### config.mk
export PLATFORM = sky130hd
export DESIGN_NAME = mem_cycle_seq
export DESIGN_NICKNAME = d
export VERILOG_FILES = /design/src/rtl/mcs_pkg.sv /design/src/rtl/mcs_arbiter.sv /design/src/rtl/mcs_sequencer.sv /design/src/rtl/mcs_addr_mux.sv /design/src/rtl/mem_cycle_seq.sv
export SDC_FILE = /design/constraint.sdc
export NUM_CORES = 1
export LEC_CHECK = 0
export ABC_AREA = 1
export BUFFER_PORTS_ARGS = -buffer_cell sky130_fd_sc_hd__buf_4
export CORE_MARGIN = 10
export CORE_UTILIZATION = 50
export CTS_CLUSTER_SIZE = 12
export DETAILED_ROUTE_END_ITERATION = 10
export HOLD_SLACK_MARGIN = 0.02
export MAX_ROUTING_LAYER = met4
export PLACE_DENSITY = 0.86
export RECOVER_POWER = 50
export SYNTH_ARGS = -nofsm -noshare
export SYNTH_HDL_FRONTEND = slang
export SYNTH_SLANG_ARGS = --single-unit
export TNS_END_PERCENT = 20
### constraint.sdc
create_clock -name clk -period 3.7 [get_ports clk]
set_input_delay 0.185 -clock clk [delete_from_list [all_inputs] [get_ports clk]]
set_output_delay 0.185 -clock clk [all_outputs]
set_load 0.01 [all_outputs]
### src/rtl/mcs_pkg.sv
package mcs_pkg;
  typedef enum logic [0:0] {OWN_CPU = 1'b0, OWN_IO = 1'b1} owner_t;
endpackage

### src/rtl/mcs_arbiter.sv
module mcs_arbiter (
  input  logic boundary,
  input  logic cpu_req,
  input  logic io_req,
  input  logic hold,
  output logic start,
  output logic pick_io
);
  logic io_ok;

  // I/O is eligible only while the hold bit is clear
  assign io_ok   = io_req && !hold;
  assign pick_io = io_ok;
  assign start   = boundary && (io_ok || cpu_req);
endmodule

### src/rtl/mcs_sequencer.sv
module mcs_sequencer
  import mcs_pkg::*;
#(
  parameter int unsigned AW    = 20,
  parameter int unsigned BEATS = 4,
  parameter int unsigned LSZ_W = 2
) (
  input  logic                     clk,
  input  logic                     rst,
  input  logic                     start,
  input  logic                     pick_io,
  input  logic                     cpu_store,
  input  logic [LSZ_W-1:0]         cpu_lsz,
  input  logic                     cpu_rev,
  input  logic [AW-1:0]            cpu_addr,
  input  logic                     io_store,
  input  logic [LSZ_W-1:0]         io_lsz,
  input  logic                     io_rev,
  input  logic [AW-1:0]            io_addr,
  output logic                     boundary,
  output logic                     active,
  output logic [$clog2(BEATS)-1:0] beat,
  output owner_t                   owner,
  output logic                     store,
  output logic [LSZ_W-1:0]         lsz,
  output logic                     rev,
  output logic [AW-1:0]            base
);
  localparam int unsigned BW   = $clog2(BEATS);
  localparam int unsigned MAXL = BW;
  localparam logic [BW-1:0] LAST = BW'(BEATS - 1);

  logic [LSZ_W-1:0] sel_lsz, clamp_lsz;
  logic [AW-1:0]    sel_addr;
  logic             sel_store, sel_rev;

  assign boundary = !active || (beat == LAST);

  always_comb begin
    sel_lsz   = pick_io ? io_lsz   : cpu_lsz;
    sel_addr  = pick_io ? io_addr  : cpu_addr;
    sel_store = pick_io ? io_store : cpu_store;
    sel_rev   = pick_io ? io_rev   : cpu_rev;
    clamp_lsz = (sel_lsz > LSZ_W'(MAXL)) ? LSZ_W'(MAXL) : sel_lsz;
  end

  always_ff @(posedge clk) begin
    if (rst) begin
      active <= 1'b0;
      beat   <= '0;
      owner  <= OWN_CPU;
      store  <= 1'b0;
      lsz    <= '0;
      rev    <= 1'b0;
      base   <= '0;
    end else if (start) begin
      active <= 1'b1;
      beat   <= '0;
      owner  <= pick_io ? OWN_IO : OWN_CPU;
      store  <= sel_store;
      lsz    <= clamp_lsz;
      rev    <= sel_rev;
      base   <= sel_addr & ({AW{1'b1}} << clamp_lsz);
    end else if (active) begin
      if (beat == LAST) begin
        active <= 1'b0;
        beat   <= '0;
        store  <= 1'b0;
      end else begin
        beat <= beat + 1'b1;
      end
    end
  end


  beat_adv_chk: assert property (@(posedge clk) disable iff (rst)
    (active && beat != LAST) |=> (active && beat == $past(beat) + 1'b1));


  owner_stable_chk: assert property (@(posedge clk) disable iff (rst)
    (active && beat != LAST) |=> $stable(owner));
endmodule

### src/rtl/mcs_addr_mux.sv
module mcs_addr_mux #(
  parameter int unsigned AW     = 20,
  parameter int unsigned BANK_W = 4,
  parameter int unsigned CAW    = 8,
  parameter int unsigned BEATS  = 4,
  parameter int unsigned LSZ_W  = 2
) (
  input  logic                     clk,
  input  logic                     rst,
  input  logic                     active,
  input  logic [$clog2(BEATS)-1:0] beat,
  input  logic [LSZ_W-1:0]         lsz,
  input  logic                     rev,
  input  logic [AW-1:0]            base,
  output logic [BANK_W-1:0]        bank,
  output logic [CAW-1:0]           chip_addr,
  output logic                     row_strobe,
  output logic                     col_strobe,
  output logic                     word_valid,
  output logic [AW-1:0]            word_addr
);
  localparam int unsigned BW = $clog2(BEATS);
  localparam int unsigned CW = BW + 1;
  localparam int unsigned RB = AW - BANK_W;

  logic [CW-1:0] cnt, beat_x, off;

  always_comb begin
    cnt        = CW'(1) << lsz;
    beat_x     = {1'b0, beat};
    off        = rev ? (cnt - CW'(1) - beat_x) : beat_x;
    word_valid = active && (beat_x < cnt);
    word_addr  = base | AW'(off);
    bank       = active ? base[AW-1 -: BANK_W] : '0;
    row_strobe = active && (beat == BW'(0));
    col_strobe = active && (beat == BW'(1));
    if (row_strobe)      chip_addr = base[RB-1 -: CAW];
    else if (col_strobe) chip_addr = base[CAW-1:0];
    else                 chip_addr = '0;
  end


  word_step_chk: assert property (@(posedge clk) disable iff (rst)
    (word_valid && beat != BW'(0)) |->
      (word_addr == (rev ? $past(word_addr) - 1'b1 : $past(word_addr) + 1'b1)));
endmodule

### src/rtl/mem_cycle_seq.sv
module mem_cycle_seq
  import mcs_pkg::*;
#(
  parameter int unsigned AW     = 20,
  parameter int unsigned BANK_W = 4,
  parameter int unsigned CAW    = 8,
  parameter int unsigned BEATS  = 4,
  parameter int unsigned LSZ_W  = 2
) (
  input  logic                     clk,
  input  logic                     rst,
  input  logic                     cpu_req,
  input  logic                     cpu_store,
  input  logic [LSZ_W-1:0]         cpu_lsz,
  input  logic                     cpu_rev,
  input  logic [AW-1:0]            cpu_addr,
  input  logic                     io_req,
  input  logic                     io_store,
  input  logic [LSZ_W-1:0]         io_lsz,
  input  logic                     io_rev,
  input  logic [AW-1:0]            io_addr,
  input  logic                     hold,
  output logic                     cpu_gnt,
  output logic                     io_gnt,
  output logic [$clog2(BEATS)-1:0] beat,
  output logic                     store,
  output logic [BANK_W-1:0]        bank,
  output logic [CAW-1:0]           chip_addr,
  output logic                     row_strobe,
  output logic                     col_strobe,
  output logic                     word_valid,
  output logic [AW-1:0]            word_addr
);
  logic             boundary, start, pick_io, active, rev;
  logic [LSZ_W-1:0] lsz;
  logic [AW-1:0]    base;
  owner_t           owner;

  mcs_arbiter u_arb (
    .boundary (boundary),
    .cpu_req  (cpu_req),
    .io_req   (io_req),
    .hold     (hold),
    .start    (start),
    .pick_io  (pick_io)
  );

  mcs_sequencer #(.AW(AW), .BEATS(BEATS), .LSZ_W(LSZ_W)) u_seq (
    .clk       (clk),
    .rst       (rst),
    .start     (start),
    .pick_io   (pick_io),
    .cpu_store (cpu_store),
    .cpu_lsz   (cpu_lsz),
    .cpu_rev   (cpu_rev),
    .cpu_addr  (cpu_addr),
    .io_store  (io_store),
    .io_lsz    (io_lsz),
    .io_rev    (io_rev),
    .io_addr   (io_addr),
    .boundary  (boundary),
    .active    (active),
    .beat      (beat),
    .owner     (owner),
    .store     (store),
    .lsz       (lsz),
    .rev       (rev),
    .base      (base)
  );

  mcs_addr_mux #(.AW(AW), .BANK_W(BANK_W), .CAW(CAW), .BEATS(BEATS), .LSZ_W(LSZ_W)) u_mux (
    .clk        (clk),
    .rst        (rst),
    .active     (active),
    .beat       (beat),
    .lsz        (lsz),
    .rev        (rev),
    .base       (base),
    .bank       (bank),
    .chip_addr  (chip_addr),
    .row_strobe (row_strobe),
    .col_strobe (col_strobe),
    .word_valid (word_valid),
    .word_addr  (word_addr)
  );

  assign cpu_gnt = active && (owner == OWN_CPU);
  assign io_gnt  = active && (owner == OWN_IO);


  hold_lockout_chk: assert property (@(posedge clk) disable iff (rst)
    (boundary && hold) |=> !io_gnt);


  io_first_chk: assert property (@(posedge clk) disable iff (rst)
    (boundary && io_req && !hold) |=> io_gnt);


  col_after_row_chk: assert property (@(posedge clk) disable iff (rst)
    col_strobe |-> $past(row_strobe));
endmodule

==> impl_results.md <==
* Status: complete, no violations
* H-Tree Depth at 1
* Hold Fails Final Rpt at 0
* First-pass GRT wire length at 8.583 mm
* Cell leakage power at 1.219 nW
* Routed len/inst at 13.21 um
* DRC at 0
* Adder-cell share of the synthesized area at 5.654%
* Layout fillers at 387
* Sw Pwr at 0.0002338 W
* Clock Skews at 0.005512 ns
* VDD IR max at 0.1714 mV
* Xor/xnor share of the synthesized area at 0.4602%
* Gate power share at 26.8%
* Final slew viol count at 0
* Netlist cell types at 24
* CTS tree: yes
* Cell area after layout at 2419 um^2
* Post-synthesis mux area share at 0%
* Cells after synthesis at 295
* Post-route ant nets at 0
* Hpwl dp at 4.268 mm
* Worst hold path class: primary input to flip-flop
* Clock root buffer: clkbuf_8
* Clock Pin Slew Worst Setup and Hold Paths at 0.10 ns
* Routability Congestion at 0.8752
* Pin count of the biggest net entering global routing at 27
* Gates resized, CTS repair at 0
* Drt initial violations at 82
* Share of cells above drive strength 1 at 26.17%
* #FFs+latches synth at 28
* Initial Util at 51.98%
* Post-Synth Simple-Gate Area at 34.98%
* CP Class: flip-flop to flip-flop
* Cell Rows at 22
* Hold Buf Count CTS at 0
* Slew HR at 51.43%
* Yosys top cell by area: dfxtp_1
* CP arrival at 2.40 ns
* Setup tns final at 0 ns
* Clock sinks at 28
* Net Count, Synth at 356
* Syn Area/Cell at 6.451 um^2
* Port Buf Inserts at 92
* Int Pwr at 0.0005615 W
* Setup Buffers After CTS at 0
* Vias at 1927
* Fin util at 66.06%
* Max-cap check violation count at 0
* Slew of the pin with the lowest slew margin at 0.7267 ns
* Fmax at 0.4509 GHz
* GR Overflow Total at 0
* Drt total wl at 5.431 mm
* Core area at 3661 um^2
* Yosys warning count at 0
* Synthesized cell area at 1903 um^2
* Clk pwr share at 30.5%
* Post-DP Area at 2451 um^2
* Initial antenna violation count at 0
* Area share of the largest cell type after synthesis at 29.45%
* Clock Latency Late Sink at 0.27 ns
* Crit path launch type: flip-flop
* Vias in the first global route at 1903
* Register area share after synthesis at 29.45%
* Overall power at 0.0007954 W
* Pwr Density at 328.9 nW/um^2
* Sequential power share at 42.8%
* Top area cells in the synthesized netlist: dfxtp_1 29%, nand2_1 26%, buf_4 8.3%
* DIE AREA at 6674 um^2
* Final Net Count at 425
* Ant diodes at 0
* Worst Path Required at 3.88 ns
* Vias per std cell at 4.689
* Clock period minus worst slack at 2.218 ns
* Sw Ratio at 29.40%
* Synth Area in Compound Gates at 14.07%
* Max FO, Critical Path at 22
* Area Overhead vs Synth at 27.09%
* Clk buf depth at 2
* Die Y at 81.70 um
* CP endpoint kind: flip-flop
* Boundary pin count at 93
* Pre-antenna DRT Iters at 4
* Combinational family with the most area after synthesis: simple AND/OR/NAND/NOR gates
* Tot GR Track Use at 16.08%
* RSZ-0062 raised after global routing: false
* Setup violators final at 0
* CTS Buf Count at 3
* Die W at 81.70 um
* Final Cycle Share at 59.94%
## layer usage
metal / track usage (%) / part of all wire [%]
met1: 18.58 / 45
met2: 27.41 / 46
met3: 4.694 / 8.0
met4: 2.721 / 0.88
met5: - / 0
## final cells by class
class	count	area [um^2]	area share (%)
Clock buffer	3	41.29	1.707
Clock inverter	1	30.03	1.242
Inverter	24	90.09	3.725
Multi-Input combinational cell	215	1040	42.99
Sequential cell	28	560.5	23.18
Tap cell	48	60.06	2.483
Timing Repair Buffer	92	596.8	24.68
## placed cells by master, fill, tap and decap left out
master | Yosys | routed
nand2_4 | 1 | 1
fa_1 | 1 | 1
o21bai_1 | 1 | 1
nand2_2 | 11 | 10
bufinv_16 | 0 | 1
buf_4 | 21 | 67
clkbuf_1 | 2 | 25
clkinv_1 | 1 | 2
inv_2 | 4 | 2
clkbuf_8 | 0 | 3
xor2_1 | 1 | 1
nand3_1 | 3 | 3
nor2_1 | 15 | 16
o21ai_0 | 13 | 13
inv_1 | 19 | 20
a211oi_1 | 1 | 1
ha_1 | 7 | 7
a21oi_1 | 17 | 17
o31ai_1 | 1 | 1
nand2_1 | 131 | 132
a21oi_4 | 1 | 1
a21oi_2 | 9 | 9
nor2_4 | 2 | 1
dfxtp_1 | 28 | 28
## worst max-delay path, stage by stage, from the launching register on
cell	delay [ns]
dfxtp_1	0.59
inv_1	0.15
nor2_1	0.31
clkinv_1	0.15
nand2_1	0.57
nor2_1	0.19
nand2_1	0.11
nand2_1	0.05
## cells in the mapped netlist
library cell,count
ha_1,7
clkbuf_1,2
clkinv_1,1
nand2_4,1
nor2_4,2
fa_1,1
nor2_1,15
nand2_1,131
a21oi_4,1
a211oi_1,1
xor2_1,1
inv_1,19
buf_2,3
o21ai_0,13
nand3_1,3
a21oi_1,17
o31ai_1,1
o21bai_1,1
nand2_2,11
buf_6,2
inv_2,4
buf_4,21
dfxtp_1,28
a21oi_2,9
## stage by stage
step                worst slack, ns  hold slack (ns)  instances
finish                        1.482           0.2266        411
global route                  1.262           0.2709        411
CTS                           1.640           0.2394        411
detailed placement            1.938           0.4587        407
global placement              1.956           0.4513        407
floorplan                     2.031           0.3452        295
## sequential cells by signal (all words and copies together), names as in the netlist
register	cells
u_seq.beat	2
u_seq.lsz	2
u_seq.rev	1
u_seq.owner	1
u_seq.base	20
u_seq.active	1
u_seq.store	1
## power by group through the flow
| stage | Sequential, W | Combinational [W] | Clock [W] |
|---|---|---|---|
| floorplan | 0.000342 | 0.000147 | 0 |
| global placement | 0.000347 | 0.000226 | 0 |
| detailed placement | 0.000347 | 0.000229 | 0 |
| CTS | 0.000341 | 0.000230 | 0.000244 |
| global route | 0.000344 | 0.000241 | 0.000258 |
| finish | 0.000340 | 0.000213 | 0.000242 |
## cell families after synthesis
| family | after synthesis |
|---|---|
| buffers and inverters | 52 |
| AOI/OAI and AO/OA | 43 |
| and+or+nand+nor | 163 |
| xor gates and xnor gates | 1 |
| DFF | 28 |
| adders and majority gates | 8 |
## path summary, 6_finish.rpt
check	startpoint	end	slack (ns)	depth (start not counted)
hold / removal	io_store	u_seq.store$_SDFFE_PP0P_	0.23	5
hold reg to reg	u_seq.lsz[0]$_SDFFE_PP0P_	u_seq.lsz[0]$_SDFFE_PP0P_	0.47	2
setup / recovery	u_seq.active$_SDFF_PP0_	u_seq.lsz[0]$_SDFFE_PP0P_	1.48	7
setup reg to reg	u_seq.active$_SDFF_PP0_	u_seq.lsz[0]$_SDFFE_PP0P_	1.48	7
No activity file was read; power rests on OpenSTA's default activity.
